<file path="config.mk">
export PLATFORM = sky130hd
export DESIGN_NAME = mdio_mgmt_ctrl
export DESIGN_NICKNAME = d
export VERILOG_FILES = /design/src/rtl/mdio_pkg.sv /design/src/rtl/mdio_regs.sv /design/src/rtl/mdio_clkgen.sv /design/src/rtl/mdio_shifter.sv /design/src/rtl/mdio_mgmt_ctrl.sv
export SDC_FILE = /design/constraint.sdc
export NUM_CORES = 1
export LEC_CHECK = 0
export CAP_MARGIN = 20
export CORE_AREA = 2 2 93 162
export DETAILED_ROUTE_END_ITERATION = 7
export DIE_AREA = 0 0 95 164
export GPL_TIMING_DRIVEN = 0
export PLACE_DENSITY = 0.77
export SYNTH_ARGS = -nofsm -noshare
export SYNTH_HDL_FRONTEND = slang
export SYNTH_SLANG_ARGS = --single-unit
</file>
<file path="constraint.sdc">
create_clock -name clk -period 2.2 [get_ports clk]
set_input_delay 0.33 -clock clk [delete_from_list [all_inputs] [get_ports clk]]
set_output_delay 0.33 -clock clk [all_outputs]
set_load 0.01 [all_outputs]
</file>
<file path="src/rtl/mdio_pkg.sv">
package mdio_pkg;
  localparam int FRAME_LEN = 64;
  localparam int PRE_LEN   = 32;
  localparam int TA_POS    = 46;
  localparam int DATA_POS  = 48;
  localparam int DATA_W    = 16;
  localparam int ADDR_W    = 5;
  localparam int CTRL_W    = 7;
  localparam int DIV_W     = 6;
  localparam int BIT_W     = $clog2(FRAME_LEN);

  localparam int CMD_PHY_LSB = 24;
  localparam int CMD_REG_LSB = 16;
  localparam int CMD_OP_LSB  = 14;
  localparam int CMD_GO_BIT  = 11;
  localparam int CMD_RDY_BIT = 7;
  localparam int CTRL_EN_BIT = 6;

  localparam logic [1:0] OP_WR = 2'b01;
  localparam logic [1:0] OP_RD = 2'b10;

  typedef enum logic [1:0] {
    SEL_CTRL  = 2'd0,
    SEL_CMD   = 2'd1,
    SEL_WDATA = 2'd2,
    SEL_RDATA = 2'd3
  } reg_sel_e;

  typedef struct packed {
    logic [ADDR_W-1:0] phy;
    logic [ADDR_W-1:0] regad;
    logic              rd;
    logic [DATA_W-1:0] wdata;
  } xfer_t;
endpackage

</file>
<file path="src/rtl/mdio_regs.sv">
module mdio_regs
  import mdio_pkg::*;
#(
  parameter int HW = 32
) (
  input  logic              clk,
  input  logic              rst,
  input  logic              we,
  input  logic [1:0]        waddr,
  input  logic [HW-1:0]     wdata,
  input  logic [1:0]        raddr,
  output logic [HW-1:0]     rdata,
  input  logic              busy,
  input  logic              done,
  input  logic              done_rd,
  input  logic [DATA_W-1:0] capture,
  output logic              launch,
  output xfer_t             req,
  output logic [DIV_W-1:0]  div,
  output logic              cfg_err
);
  logic [CTRL_W-1:0] ctrl_q;
  logic [HW-1:0]     cmd_q;
  logic [DATA_W-1:0] wd_q;
  logic [DATA_W-1:0] rd_q;
  logic [HW-1:0]     rdata_q;
  logic [1:0]        op_in;
  logic              en;
  logic              op_ok;

  assign en      = ctrl_q[CTRL_EN_BIT];
  assign div     = ctrl_q[DIV_W-1:0];
  assign cfg_err = en && (div == '0);
  assign op_in   = wdata[CMD_OP_LSB +: 2];
  assign op_ok   = (op_in == OP_WR) || (op_in == OP_RD);

  assign launch = we && (reg_sel_e'(waddr) == SEL_CMD) && wdata[CMD_GO_BIT]
                  && !busy && en && (div != '0) && op_ok;

  assign req.phy   = wdata[CMD_PHY_LSB +: ADDR_W];
  assign req.regad = wdata[CMD_REG_LSB +: ADDR_W];
  assign req.rd    = (op_in == OP_RD);
  assign req.wdata = wd_q;

  always_ff @(posedge clk) begin
    if (rst) begin
      ctrl_q  <= '0;
      cmd_q   <= '0;
      wd_q    <= '0;
      rd_q    <= '0;
      rdata_q <= '0;
    end else begin
      if (we) begin
        case (reg_sel_e'(waddr))
          SEL_CTRL:  ctrl_q <= wdata[CTRL_W-1:0];
          SEL_CMD:   cmd_q  <= wdata;
          SEL_WDATA: wd_q   <= wdata[DATA_W-1:0];
          default:   ;
        endcase
      end
      if (done && done_rd) rd_q <= capture;
      case (reg_sel_e'(raddr))
        SEL_CTRL:  rdata_q <= HW'(ctrl_q);
        SEL_CMD: begin
          rdata_q              <= cmd_q;
          rdata_q[CMD_RDY_BIT] <= !busy;
        end
        SEL_WDATA: rdata_q <= HW'(wd_q);
        default:   rdata_q <= HW'(rd_q);
      endcase
    end
  end

  assign rdata = rdata_q;
endmodule

</file>
<file path="src/rtl/mdio_clkgen.sv">
module mdio_clkgen #(
  parameter int DIV_W = 6
) (
  input  logic             clk,
  input  logic             rst,
  input  logic             start,
  input  logic             run,
  input  logic [DIV_W-1:0] div,
  output logic             mdc,
  output logic             rise,
  output logic             fall
);
  logic [DIV_W-1:0] cnt_q;
  logic [DIV_W-1:0] div_q;
  logic             mdc_q;
  logic             wrap;

  assign wrap = run && (cnt_q == div_q);

  always_ff @(posedge clk) begin
    if (rst) begin
      cnt_q <= '0;
      div_q <= '0;
      mdc_q <= 1'b0;
    end else if (start) begin
      cnt_q <= '0;
      div_q <= div;
      mdc_q <= 1'b0;
    end else if (run) begin
      if (cnt_q == div_q) begin
        cnt_q <= '0;
        mdc_q <= ~mdc_q;
      end else begin
        cnt_q <= cnt_q + 1'b1;
      end
    end else begin
      cnt_q <= '0;
      mdc_q <= 1'b0;
    end
  end

  assign mdc  = mdc_q;
  assign rise = wrap && !mdc_q;
  assign fall = wrap && mdc_q;
endmodule

</file>
<file path="src/rtl/mdio_shifter.sv">
module mdio_shifter
  import mdio_pkg::*;
(
  input  logic              clk,
  input  logic              rst,
  input  logic              launch,
  input  xfer_t             req,
  input  logic              rise,
  input  logic              fall,
  input  logic              mdio_i,
  output logic              busy,
  output logic              mdio_o,
  output logic              mdio_oe,
  output logic              done,
  output logic              done_rd,
  output logic [DATA_W-1:0] capture
);
  logic [FRAME_LEN-1:0] frame_q;
  logic [FRAME_LEN-1:0] frame_new;
  logic [BIT_W-1:0]     bit_q;
  logic [BIT_W-1:0]     nxt;
  logic                 rd_q;
  logic                 busy_q;
  logic                 o_q;
  logic                 oe_q;
  logic                 done_q;
  logic [DATA_W-1:0]    cap_q;
  logic                 last;

  assign frame_new = {{PRE_LEN{1'b1}}, 2'b01,
                      req.rd ? OP_RD : OP_WR,
                      req.phy, req.regad,
                      req.rd ? 2'b11 : 2'b10,
                      req.rd ? {DATA_W{1'b1}} : req.wdata};
  assign nxt  = bit_q + 1'b1;
  assign last = (bit_q == BIT_W'(FRAME_LEN - 1));

  always_ff @(posedge clk) begin
    if (rst) begin
      frame_q <= '0;
      bit_q   <= '0;
      rd_q    <= 1'b0;
      busy_q  <= 1'b0;
      o_q     <= 1'b0;
      oe_q    <= 1'b0;
      done_q  <= 1'b0;
      cap_q   <= '0;
    end else begin
      done_q <= 1'b0;
      if (launch && !busy_q) begin
        frame_q <= frame_new;
        bit_q   <= '0;
        busy_q  <= 1'b1;
        rd_q    <= req.rd;
        o_q     <= frame_new[FRAME_LEN-1];
        oe_q    <= 1'b1;
        cap_q   <= '0;
      end else if (busy_q) begin
        if (rise && rd_q && (bit_q >= BIT_W'(DATA_POS)))
          cap_q <= {cap_q[DATA_W-2:0], mdio_i};
        if (fall) begin
          if (last) begin
            busy_q <= 1'b0;
            o_q    <= 1'b0;
            oe_q   <= 1'b0;
            done_q <= 1'b1;
          end else begin
            bit_q   <= nxt;
            frame_q <= {frame_q[FRAME_LEN-2:0], 1'b0};
            o_q     <= frame_q[FRAME_LEN-2];
            oe_q    <= !(rd_q && (nxt >= BIT_W'(TA_POS)));
          end
        end
      end
    end
  end

  assign busy    = busy_q;
  assign mdio_o  = o_q;
  assign mdio_oe = oe_q;
  assign done    = done_q;
  assign done_rd = rd_q;
  assign capture = cap_q;

  // a running frame only moves forward, never restarts
  p_no_restart_r10: assert property (@(posedge clk) disable iff (rst)
    (busy_q && $past(busy_q)) |-> (bit_q >= $past(bit_q)));

  // a read leaves the line released from turnaround onward
  p_read_release_r8: assert property (@(posedge clk) disable iff (rst)
    (busy_q && rd_q && (bit_q >= BIT_W'(TA_POS))) |-> !oe_q);
endmodule

</file>
<file path="src/rtl/mdio_mgmt_ctrl.sv">
module mdio_mgmt_ctrl
  import mdio_pkg::*;
#(
  parameter int HW = 32
) (
  input  logic          clk,
  input  logic          rst,
  input  logic          host_we,
  input  logic [1:0]    host_waddr,
  input  logic [HW-1:0] host_wdata,
  input  logic [1:0]    host_raddr,
  output logic [HW-1:0] host_rdata,
  output logic          mdc,
  output logic          mdio_o,
  output logic          mdio_oe,
  input  logic          mdio_i,
  output logic          cfg_err
);
  logic              launch;
  xfer_t             req;
  logic [DIV_W-1:0]  div;
  logic              busy;
  logic              done;
  logic              done_rd;
  logic [DATA_W-1:0] capture;
  logic              rise;
  logic              fall;

  mdio_regs #(.HW(HW)) u_regs (
    .clk(clk), .rst(rst), .we(host_we), .waddr(host_waddr),
    .wdata(host_wdata), .raddr(host_raddr), .rdata(host_rdata),
    .busy(busy), .done(done), .done_rd(done_rd), .capture(capture),
    .launch(launch), .req(req), .div(div), .cfg_err(cfg_err)
  );

  mdio_clkgen #(.DIV_W(DIV_W)) u_clk (
    .clk(clk), .rst(rst), .start(launch), .run(busy), .div(div),
    .mdc(mdc), .rise(rise), .fall(fall)
  );

  mdio_shifter u_shift (
    .clk(clk), .rst(rst), .launch(launch), .req(req), .rise(rise),
    .fall(fall), .mdio_i(mdio_i), .busy(busy), .mdio_o(mdio_o),
    .mdio_oe(mdio_oe), .done(done), .done_rd(done_rd), .capture(capture)
  );

  // a zero-divider configuration never starts a frame
  p_cfg_quiet_r2: assert property (@(posedge clk) disable iff (rst)
    (cfg_err && !busy) |=> !busy);

  // idle means clock low and driver off
  p_idle_quiet_r11: assert property (@(posedge clk) disable iff (rst)
    !busy |-> (!mdc && !mdio_oe));

  // data output moves only with a falling management clock
  p_out_on_fall_r9: assert property (@(posedge clk) disable iff (rst)
    (busy && $past(busy) && (mdio_o != $past(mdio_o))) |-> $fell(mdc));
endmodule

</file>
==> impl_summary.txt, run 1 <==
----------------------------------------------------
[Hold path]
  Worst Hold Path Cells ... 3
  Launch point of the worst hold path ... host_wdata[22]
  Hold-critical path endpoint ... u_regs.cmd_q[22]
  Type of the most critical hold path ... primary input to flip-flop

[Cells and area]
  Count of non-filler cells in the finished layout ... 1,184
  Final-stage net count ... 1,038
  Fraction of layout instances using a drive strength above 1 ... 8.57%
  Most common cell after layout, fill and taps aside ... sky130_fd_sc_hd__dfxtp_1
  Synth-to-layout area growth ... 20.9%
  Diode count ... 0
  Design Area, Final ... 9460 um2
  Most frequent cells in the layout ... sky130_fd_sc_hd__dfxtp_1, sky130_fd_sc_hd__nand2_1, sky130_fd_sc_hd__nor2_1, sky130_fd_sc_hd__a21oi_1, sky130_fd_sc_hd__clkdlybuf4s50_1

[Placement]
  I/O Buffers ... 72
  Placed cells ... 1,152
  Routability Congestion ... 0.897
  Area of placed instances ... 8780 um2
  Half-perimeter wire length after detailed placement ... 13.8 mm

[Floorplan]
  Die Y-Extent ... 164 um
  Horizontal extent of the die ... 95 um
  Overall die area ... 15,600 um2
  Initial core utilization ... 54.8%
  Total I/O pin count ... 76
  Core Region ... 14,300 um2
  Site row count ... 58

[Route]
  Via count ... 6,504
  Average routed wire per standard cell ... 16.1 um
  Vias per std cell ... 5.49
  Number of remaining DRC errors ... 0
  Routed Wire Length ... 19.1 mm
  Count of routing violations after the opening detailed-route iteration ... 336
  ANT nets after route ... 0
  Iteration count of the initial detailed-routing pass ... 5

[Synthesis]
  Post-Synthesis Net Count ... 944
  Number of synthesized flops with an enable pin ... 0
  Simple-gate portion of the synthesized area ... 23.4%
  Seq/Total Area, Yosys ... 52.4%
  Synth Flop Type ... sky130_fd_sc_hd__dfxtp_1
  Synth Register Bits ... 205
  Number of distinct library cell variants in the gate-level netlist after synthesis ... 46
  Main combinational cell family by area after synthesis ... simple AND/OR/NAND/NOR gates
  Cell types with the largest area share after synthesis ... sky130_fd_sc_hd__dfxtp_1, sky130_fd_sc_hd__nand2_1, sky130_fd_sc_hd__a21oi_1, sky130_fd_sc_hd__nor2_1, sky130_fd_sc_hd__nor3_1
  Cell count after synthesis ... 900
  Count of synthesis-stage warnings from yosys ... 0
  Multiplexer fraction of the synthesized cell area ... 6.25%
  Fraction of registers with async set/reset ... 0%
  Largest area contributor in the synthesized netlist ... sky130_fd_sc_hd__dfxtp_1
  Average footprint of a synthesized cell ... 8.70 um2
  Post-synthesis cell area ... 7830 um2
  Synthesized-area fraction occupied by adder cells ... 0.639%
  Xor/xnor cell area share of the yosys netlist ... 1.79%
  Post-synthesis compound-gate area fraction ... 11.1%
  Synth top area share ... 52.4%

[STA]
  Transition time at the pin with the least slew margin ... 656 ps
  Normalized max-slew margin ... 56.2%
  Clock Skews ... 15.3 ps
  Share of the cycle needed by the critical path after routing ... 95.2%
  Final number of max-transition violations ... 0
  Unrepaired setup endpoints after global routing ... no
  Post-layout minimum cycle time ... 2090 ps
  Final hold violation count ... 0
  Setup violation total in the final timing report ... 0
  Max Freq ... 477 MHz
  Final total negative setup slack ... 0 ps

[CTS]
  Number of buffers inserted during clock tree synthesis ... 19
  Bufs on Longest Clock Path ... 3
  Hold buffer count at CTS ... 0
  Clock latency of the later-clocked register in the worst-skew pair ... 480 ps
  H-tree level count ... 1
  Root cell of the clock tree ... sky130_fd_sc_hd__clkbuf_16
  Count of clock tree sinks ... 205
  Post-CTS clock slew at the launch and capture registers of the worst setup and hold paths ... 70 ps
  Clock tree from TritonCTS ... built

[Global routing]
  Antenna violations before repair ... 0
  Via count of the first global-routing pass ... 6,356
  Total gr overflow ... 0
  Pin count of the biggest net entering global routing ... 16
  GRT Overall Usage ... 24.9%
  First-pass GRT wire length ... 30.6 mm

[Worst setup path]
  Required time of the critical path ... 2550 ps
  Reg2reg start ... u_shift.bit_q[0]
  Worst R2R End ... u_shift.frame_q[4]
  Data arrival at the endpoint of the critical path ... 2450 ps
  Critical Path End Type ... flip-flop
  Reg-to-reg slack, setup ... 160 ps
  Kind of critical path ... primary input to flip-flop
  Worst reg2reg path depth ... 8
  Startpoint type of the worst setup path ... primary input
  Critical path peak fanout ... 10

[Power]
  Largest vdd supply drop ... 0.683 mV
  Pwr dens ... 778 nW/um2
  Leakage power summed over all cells ... 3.50 nW

[Outcome]
  Outcome ... complete, no violations

[Flow run]
  Count of maximum capacitance violations ... 0

----------------------------------------------------
area by class of cell:
class                           count  area [um2]
Fill cell                        1195        4830
Sequential cell                   205        4110
Inverter                            5        18.8
Buffer                             66         340
Tap cell                          180         225
Clock buffer                       27         566
Clock inverter                      4        45.0
Multi-Input combinational cell    622        3420
Timing Repair Buffer               75         746
power breakdown:
group / switching (mW) / internal [mW] / leakage [nW] / total (mW)
clock: 1.36 / 1.90 / 0.306 / 3.25
sequential: 0.0261 / 3.75 / 1.66 / 3.78
combinational: 0.189 / 0.147 / 1.54 / 0.335
total: 1.57 / 5.79 / 3.50 / 7.37
through the flow:
step           total power, mW  hold slack [ps]  setup slack, ps  utilization [%]
2_1_floorplan             4.02              430              408                -
3_3_place_gp              4.18              434             -670             61.4
3_5_place_dp              4.19              439             -698             61.4
4_1_cts                   7.39              390             -142             65.9
5_1_grt                   7.58              407             3.78             66.2
6_report                  7.37              394              105             66.2
what timing repair did:
item                                   CTS  global route
setup buffers                            3             0
resized for setup                        3            15
pin swaps                                2             3
endpoints found under the hold margin    0             0
setup endpoints to repair               52            54
kinds of logic after synthesis:
group | after synthesis
buf+inv | 73
xor+xnor | 16
fa+ha+maj | 4
flops | 205
mux | 39
compound gates | 142
simple gates | 421
flip-flops by register name, indices dropped and copies added, names as in the netlist, 6 cells and up:
signal,cells
u_regs.rdata,32
u_regs.rd_q,16
u_regs.ctrl_q,7
u_shift.bit_q,6
u_regs.cmd_q,31
u_regs.wd_q,16
u_clk.cnt_q,6
u_clk.div_q,6
u_shift.frame_q,63
u_shift.capture,16
critical path, stage by stage:
cell,delay [ps]
sky130_fd_sc_hd__clkdlybuf4s50_1,540
sky130_fd_sc_hd__inv_1,90
sky130_fd_sc_hd__ha_1,290
sky130_fd_sc_hd__nand4bb_4,250
sky130_fd_sc_hd__a211oi_4,290
sky130_fd_sc_hd__nand2b_1,200
sky130_fd_sc_hd__buf_2,230
sky130_fd_sc_hd__o21bai_1,160
sky130_fd_sc_hd__a31oi_1,60
layer usage:
metal	track usage [%]	share of wire (%)	wire, um
met1	27.2	38	7260
met2	46.5	53	10200
met3	2.98	5.2	993
met4	12.0	3.7	713
met5	0	0	0
cell usage after synthesis, types with 4 or more instances:
library cell,instances
sky130_fd_sc_hd__dfxtp_1,205
sky130_fd_sc_hd__nand2_1,203
sky130_fd_sc_hd__nor2_1,93
sky130_fd_sc_hd__a21oi_1,79
sky130_fd_sc_hd__nor3_1,66
sky130_fd_sc_hd__clkbuf_1,38
sky130_fd_sc_hd__mux2i_1,23
sky130_fd_sc_hd__buf_2,21
sky130_fd_sc_hd__and2_1,19
sky130_fd_sc_hd__a31oi_1,17
sky130_fd_sc_hd__a311oi_1,14
sky130_fd_sc_hd__o21bai_1,14
sky130_fd_sc_hd__xnor2_1,13
sky130_fd_sc_hd__a22oi_1,9
sky130_fd_sc_hd__mux2_2,9
sky130_fd_sc_hd__nor2b_1,8
sky130_fd_sc_hd__mux4_2,7
sky130_fd_sc_hd__nand3_1,7
sky130_fd_sc_hd__inv_1,5
sky130_fd_sc_hd__nand2b_1,5
sky130_fd_sc_hd__ha_1,4
sky130_fd_sc_hd__o21ai_0,4
worst max path at each step:
stage	from	to
floorplan	u_shift.bit_q[0]	u_shift.mdio_o
global placement	host_wdata[14]	u_shift.frame_q[10]
detailed placement	host_wdata[14]	u_shift.frame_q[11]
CTS	u_regs.ctrl_q[2]	cfg_err
global route	u_shift.bit_q[0]	u_shift.frame_q[9]
finish	host_wdata[14]	u_shift.frame_q[11]
(Power assumes the default switching activity.)
==> run 2, diff against run 1 <==
- CORE_AREA: 2 2 93 162 -> 2 2 100 174
- DIE_AREA: 0 0 95 164 -> 0 0 102 176
- PLACE_DENSITY: 0.77 -> 0.68
- REMOVE_ABC_BUFFERS: unset -> 1
==> run 2 against run 1 <==
Effect of this change:
- cell area is 1.2% higher
- sequential power is essentially flat
- combinational power about the same
==> impl_summary.txt, run 2 (synthesis results as in run 1) <==
----------------------------------------------------
[Outcome]
  Outcome ... complete, no violations

[Placement]
  I/O Buffers ... 75 (+4.2%)
  Setup Slack @ Placement ... -1510 ps (-811 ps)
  Half-perimeter wire length after detailed placement ... 11.5 mm (-17%)
  Placed cells ... 1,140 (-1.0%)
  Routability Congestion ... 0.792 (-12%)

[Worst setup path]
  Critical Path Max Stage Delay ... 390 ps (-150 ps)
  Startpoint type of the worst setup path ... flip-flop
  Combined buffer and inverter count along the critical path ... 1 (-2)
  Cell with the biggest individual delay on the critical path ... sky130_fd_sc_hd__nor4_4
  Kind of cell with the highest combined delay on the critical path ... simple AND/OR/NAND/NOR gates
  Critical path peak fanout ... 4 (-6)
  Critical Path End Type ... primary output
  Reg2reg start ... u_shift.bit_q[0]
  Worst reg2reg path depth ... 8 (unchanged)
  Kind of critical path ... flip-flop to primary output
  Reg-to-reg slack, setup ... 180 ps (+20 ps)
  Data arrival at the endpoint of the critical path ... 1780 ps (-670 ps)
  Required time of the critical path ... 1870 ps (-680 ps)
  Cell Chain, Critical Path ... nor4_4, and3_1, dlygate4sd2_1
  Worst R2R End ... u_shift.frame_q[22]

[Route]
  Via count ... 6,284 (-3.4%)
  ANT nets after route ... 0 (unchanged)
  Vias per std cell ... 5.30 (-3.5%)
  Iteration count of the initial detailed-routing pass ... 5 (unchanged)
  Average routed wire per standard cell ... 16.0 um (-0.93%)
  Routed Wire Length ... 19.0 mm (-0.85%)
  Number of remaining DRC errors ... 0 (unchanged)
  Count of routing violations after the opening detailed-route iteration ... 325 (-3.3%)

[Floorplan]
  Site row count ... 62 (+6.9%)
  Core Region ... 16,400 um2 (+15%)
  Die Y-Extent ... 176 um (+7.3%)
  Horizontal extent of the die ... 102 um (+7.4%)
  Initial core utilization ... 47.6% (-7.2 points)
  Overall die area ... 18,000 um2 (+15%)
  Total I/O pin count ... 76 (unchanged)

[Global routing]
  First-pass GRT wire length ... 29.7 mm (-2.9%)
  Antenna violations before repair ... 0 (unchanged)
  GRT Overall Usage ... 20.3% (-4.7 points)
  Total gr overflow ... 0 (unchanged)
  Via count of the first global-routing pass ... 6,047 (-4.9%)
  Pin count of the biggest net entering global routing ... 134 (+118)

[STA]
  Share of the cycle needed by the critical path after routing ... 95.8% (+0.60 points)
  Normalized max-slew margin ... 38.7% (-18 points)
  Transition time at the pin with the least slew margin ... 915 ps (+259 ps)
  Unrepaired setup endpoints after global routing ... no
  Post-route worst setup slack ... 92.0 ps (-13.1 ps)
  Final number of max-transition violations ... 0 (unchanged)
  Clock Skews ... 15.7 ps (+0.361 ps)
  Setup violation total in the final timing report ... 0 (unchanged)
  Max Freq ... 474 MHz (-0.62%)
  Final hold violation count ... 0 (unchanged)
  Post-layout minimum cycle time ... 2110 ps (+13.1 ps)

[Cells and area]
  Synth-to-layout area growth ... 22.3%
  Max FFs per register ... 63 (unchanged)
  Register with the highest flop count ... u_shift.frame_q
  Final-stage net count ... 992 (-4.4%)
  Count of non-filler cells in the finished layout ... 1,185 (+0.084%)
  Most common cell after layout, fill and taps aside ... sky130_fd_sc_hd__dfxtp_1
  Filler instances ... 1,499 (+25%)
  Fraction of layout instances using a drive strength above 1 ... 8.84% (+0.28 points)
  Diode count ... 0 (unchanged)
  Most frequent cells in the layout ... sky130_fd_sc_hd__dfxtp_1, sky130_fd_sc_hd__nand2_1, sky130_fd_sc_hd__nor2_1, sky130_fd_sc_hd__a21oi_1, sky130_fd_sc_hd__clkdlybuf4s50_1

[Flow run]
  Count of maximum capacitance violations ... 0 (unchanged)

[Power]
  Leakage power summed over all cells ... 3.48 nW (-0.47%)
  Pwr dens ... 795 nW/um2 (+2.2%)
  Largest vdd supply drop ... 0.587 mV (-14%)

[CTS]
  H-tree level count ... 1 (unchanged)
  Clock tree from TritonCTS ... built
  Clock latency of the later-clocked register in the worst-skew pair ... 500 ps (+20 ps)
  Post-CTS clock slew at the launch and capture registers of the worst setup and hold paths ... 60 ps (about the same)
  Bufs on Longest Clock Path ... 3 (unchanged)
  Number of buffers inserted during clock tree synthesis ... 19 (unchanged)
  Count of clock tree sinks ... 205 (unchanged)
  Hold buffer count at CTS ... 0 (unchanged)
  Root cell of the clock tree ... sky130_fd_sc_hd__clkbuf_16

[Hold path]
  Type of the most critical hold path ... primary input to flip-flop
  Hold-critical path endpoint ... u_regs.rdata[14]
  Worst Hold Path Cells ... 2 (-1)
  Launch point of the worst hold path ... rst

----------------------------------------------------
run 2: cell types whose count changed in the layout (fill, tap and decap cells not counted), sizes merged, moves of 2 or more:
cell	change
clkbuf	-38
dlygate4sd2	+2
clkinvlp	+2
inv	+2
buf	-12
clkinv	-3
run 2: how the worst max path moves through the flow:
stage / from / to / depth (start not counted)
finish: u_regs.ctrl_q[2] / cfg_err / 3
global route: u_shift.bit_q[0] / u_shift.frame_q[25] / 8
CTS: u_clk.cnt_q[3] / u_shift.capture[9] / 5
detailed placement: host_waddr[1] / u_shift.bit_q[5] / 5
global placement: rst / u_regs.rdata[24] / 3
floorplan: host_waddr[1] / u_shift.frame_q[10] / 5
run 2: worst reg2reg max path, stage by stage (launching register included):
cell                       delay, ps
sky130_fd_sc_hd__dfxtp_1         410
sky130_fd_sc_hd__ha_2            250
sky130_fd_sc_hd__nand3_1          80
sky130_fd_sc_hd__or2_2           360
sky130_fd_sc_hd__nand4_1         150
sky130_fd_sc_hd__buf_8           180
sky130_fd_sc_hd__buf_8           180
sky130_fd_sc_hd__nand2_1          70
sky130_fd_sc_hd__a311oi_1        250
run 2: per-layer routing:
| metal | track usage (%) | vias to the layer above | part of all wire, % |
|---|---|---|---|
| li1 | - | 3132 | - |
| met3 | 2.73 | 31 | 4.6 |
| met4 | 7.33 | 0 | 2.5 |
| met5 | 0 | - | 0 |
| met1 | 24.6 | 2970 | 41 |
| met2 | 35.9 | 151 | 52 |
run 2: timing repair:
action / in CTS / in global routing
endpoints found under the setup margin: 113 / 60
resized for setup: 9 / 7
buffers inserted: 4 / 2
gates cloned: 0 / 4
pin swaps: 2 / 0
run 2: cell type report:
type	instances	area, um2	share of cell area, %
multi-input cells	625	3480	36.4
flip-flops and latches	205	4100	42.9
clock inverters	6	95.1	0.993
well taps	224	280	2.93
inverters	5	18.8	0.196
repair buffers	92	1020	10.6
clock buffers	28	579	6.05
run 2: power by group:
| group | internal [mW] | switching, mW | total, mW |
|---|---|---|---|
| logic | 0.156 | 0.181 | 0.337 |
| registers | 3.75 | 0.0249 | 3.78 |
| clock network | 2.08 | 1.43 | 3.51 |
| total | 5.98 | 1.64 | 7.62 |
run 2: stage by stage:
| step | area [um2] | total power [mW] | TNS (ps) | util (%) | hold slack (ps) |
|---|---|---|---|---|---|
| 4_1_cts | 9460 | 7.67 | 0 | 57.5 | 152 |
| 5_1_grt | 9580 | 7.86 | 0 | 58.2 | 158 |
| 3_5_place_dp | 8720 | 4.18 | -109590 | 53.0 | 442 |
| 6_report | 9580 | 7.62 | 0 | 58.2 | 148 |
| 2_1_floorplan | 7500 | 3.97 | -50650 | - | 399 |
| 3_3_place_gp | 8530 | 4.17 | -672540 | 51.9 | 432 |
==> run 3, diff against run 2 <==
- ABC_CLOCK_PERIOD_IN_PS: unset -> 2200
- CORE_AREA: 2 2 100 174 -> 2 2 137 240
- DIE_AREA: 0 0 102 176 -> 0 0 139 242
- PLACE_DENSITY: 0.68 -> unset
==> run 3 against run 2 <==
Effect of this change:
- count of clock-buffer cells in the layout fell by 4
- sequential cell count did not move
- combinational power barely moved
- utilization fell by 28 points
- critical endpoint unchanged
- largest cell class unchanged
- highest routed layer unchanged
==> impl_summary.txt, run 3 (synthesis results as in run 1) <==
----------------------------------------------------
[Power]
  Power Internal ... 6.06 mW (+1.3%)
  Largest vdd supply drop ... 0.536 mV (-8.7%)
  Leakage power summed over all cells ... 3.46 nW (-0.67%)
  Pwr dens ... 793 nW/um2 (-0.29%)
  Fraction of power consumed by the clock network ... 46.7% (+0.7 points)
  Combinational share of power ... 4.4% (about the same)
  Switching power as a share of total power ... 21.5% (about the same)
  Share of power burned in registers ... 48.9% (-0.7 points)
  Total net switching power ... 1.66 mW (+1.4%)
  Overall power ... 7.72 mW (+1.3%)

[STA]
  Max Freq ... 468 MHz (-1.5%)
  Normalized max-slew margin ... 36.5% (-2.2 points)
  Setup violation total in the final timing report ... 0 (unchanged)
  Clock Skews ... 24.0 ps (+8.36 ps)
  Share of the cycle needed by the critical path after routing ... 97.2% (+1.4 points)
  Transition time at the pin with the least slew margin ... 949 ps (+33.9 ps)
  Post-route worst setup slack ... 61.0 ps (-31.0 ps)
  Final number of max-transition violations ... 0 (unchanged)
  Post-layout minimum cycle time ... 2140 ps (+31.0 ps)
  Final hold violation count ... 0 (unchanged)
  Minimum hold slack ... 156 ps (+8.73 ps)
  Final total negative setup slack ... 0 ps (unchanged)
  Unrepaired setup endpoints after global routing ... no

[Global routing]
  First-pass GRT wire length ... 30.2 mm (+1.5%)
  Antenna violations before repair ... 0 (unchanged)
  Met1 track utilization from global routing ... 11.9% (-13 points)
  Pin count of the biggest net entering global routing ... 133 (-0.75%)
  Total gr overflow ... 0 (unchanged)
  Peak-usage layer in the global routing report ... met2
  Global-route met2 utilization ... 19.7% (-16 points)
  Via count of the first global-routing pass ... 5,914 (-2.2%)
  Met3 layer usage reported by global route ... 1.05% (-1.7 points)
  GRT Overall Usage ... 10.7% (-9.5 points)

[CTS]
  Bufs on Longest Clock Path ... 3 (unchanged)
  Clock latency of the later-clocked register in the worst-skew pair ... 510 ps (about the same)
  Number of buffers inserted during clock tree synthesis ... 19 (unchanged)
  Clock tree from TritonCTS ... built
  Count of clock tree sinks ... 205 (unchanged)
  H-tree level count ... 1 (unchanged)
  Hold buffer count at CTS ... 0 (unchanged)
  Root cell of the clock tree ... sky130_fd_sc_hd__clkbuf_16
  Post-CTS clock slew at the launch and capture registers of the worst setup and hold paths ... 70 ps (about the same)

[Worst setup path]
  Data arrival at the endpoint of the critical path ... 1810 ps (+30 ps)
  Kind of critical path ... flip-flop to primary output
  Required time of the critical path ... 1870 ps (about the same)
  Startpoint type of the worst setup path ... flip-flop
  Reg-to-reg slack, setup ... 140 ps (-40 ps)
  Critical path peak fanout ... 4 (unchanged)
  Critical Path End Type ... primary output

[Placement]
  I/O Buffers ... 75 (unchanged)
  Setup Slack @ Placement ... -1420 ps (+92.3 ps)
  Routability Congestion ... 0.772 (-2.5%)
  Placed cells ... 1,317 (+16%)
  Half-perimeter wire length after detailed placement ... 12.2 mm (+6.1%)
  Area of placed instances ... 8930 um2 (+2.4%)

[Flow run]
  Count of maximum capacitance violations ... 0 (unchanged)

[Cells and area]
  Max FFs per register ... 63 (unchanged)
  Register with the highest flop count ... u_shift.frame_q
  Most frequent cells in the layout ... sky130_fd_sc_hd__dfxtp_1, sky130_fd_sc_hd__nand2_1, sky130_fd_sc_hd__nor2_1, sky130_fd_sc_hd__a21oi_1, sky130_fd_sc_hd__clkdlybuf4s50_1
  Synth-to-layout area growth ... 24.3%
  Most common cell after layout, fill and taps aside ... sky130_fd_sc_hd__dfxtp_1
  Fraction of layout instances using a drive strength above 1 ... 8.17% (-0.68 points)
  Final-stage net count ... 989 (-0.30%)
  End-of-flow core utilization ... 30.6% (-28 points)
  Diode count ... 0 (unchanged)
  Design Area, Final ... 9730 um2 (+1.6%)
  Count of non-filler cells in the finished layout ... 1,355 (+14%)

[Floorplan]
  Die Y-Extent ... 242 um (+38%)
  Initial core utilization ... 24.6% (-23 points)
  Core Region ... 31,800 um2 (+93%)
  Total I/O pin count ... 76 (unchanged)
  Horizontal extent of the die ... 139 um (+36%)
  Overall die area ... 33,600 um2 (+87%)
  Site row count ... 87 (+40%)

[Outcome]
  Outcome ... complete, no violations

[Route]
  Average routed wire per standard cell ... 14.2 um (-11%)
  Routed Wire Length ... 19.2 mm (+1.3%)
  Iteration count of the initial detailed-routing pass ... 6 (+1)
  Number of remaining DRC errors ... 0 (unchanged)
  ANT nets after route ... 0 (unchanged)
  Via count ... 6,274 (-0.16%)
  Vias per std cell ... 4.63 (-13%)
  Count of routing violations after the opening detailed-route iteration ... 335 (+3.1%)

[Hold path]
  Type of the most critical hold path ... primary input to flip-flop

----------------------------------------------------
-- run 3: critical path: stages (launching register included) --
cell and delay [ps]:
sky130_fd_sc_hd__dfxtp_1 360, sky130_fd_sc_hd__nor2_1 410, sky130_fd_sc_hd__and3_1 260, sky130_fd_sc_hd__dlygate4sd2_1 280
-- run 3: final cells by class --
class / instances / area, um2
multi-input cells: 624 / 3470
inverters: 5 / 18.8
flip-flops and latches: 205 / 4110
repair buffers: 90 / 970
clock buffers: 24 / 524
fillers: 3303 / 22100
clock inverters: 7 / 143
well taps: 400 / 500
-- run 3: power groups by stage --
stage | clock network (mW) | logic, mW | registers (mW)
floorplan | 0 | 0.112 | 3.85
global placement | 0 | 0.317 | 3.86
detailed placement | 0 | 0.325 | 3.86
CTS | 3.70 | 0.337 | 3.78
global route | 3.82 | 0.366 | 3.78
finish | 3.60 | 0.339 | 3.78
-- run 3: path summary, 6_finish.rpt --
| kind | startpoint | cells past startpoint | endpoint |
|---|---|---|---|
| max | u_regs.ctrl_q[3] | 3 | cfg_err |
| max reg2reg | u_clk.cnt_q[2] | 6 | u_shift.frame_q[16] |
| min | rst | 2 | u_regs.rdata[11] |
| min reg2reg | u_shift.capture[7] | 2 | u_regs.rd_q[7] |
-- run 3: repair_timing --
item                                    in CTS  in global routing
cloned                                       0                  2
setup buffers                                4                  0
endpoints found under the setup margin      97                 44
gates resized for setup                      9                  5
pin swaps                                    4                  2
-- run 3: metal layers --
metal | wire, um | share of wire, %
met5 | 0 | 0
met2 | 10000 | 52
met1 | 7710 | 40
met4 | 867 | 4.5
met3 | 572 | 3.0
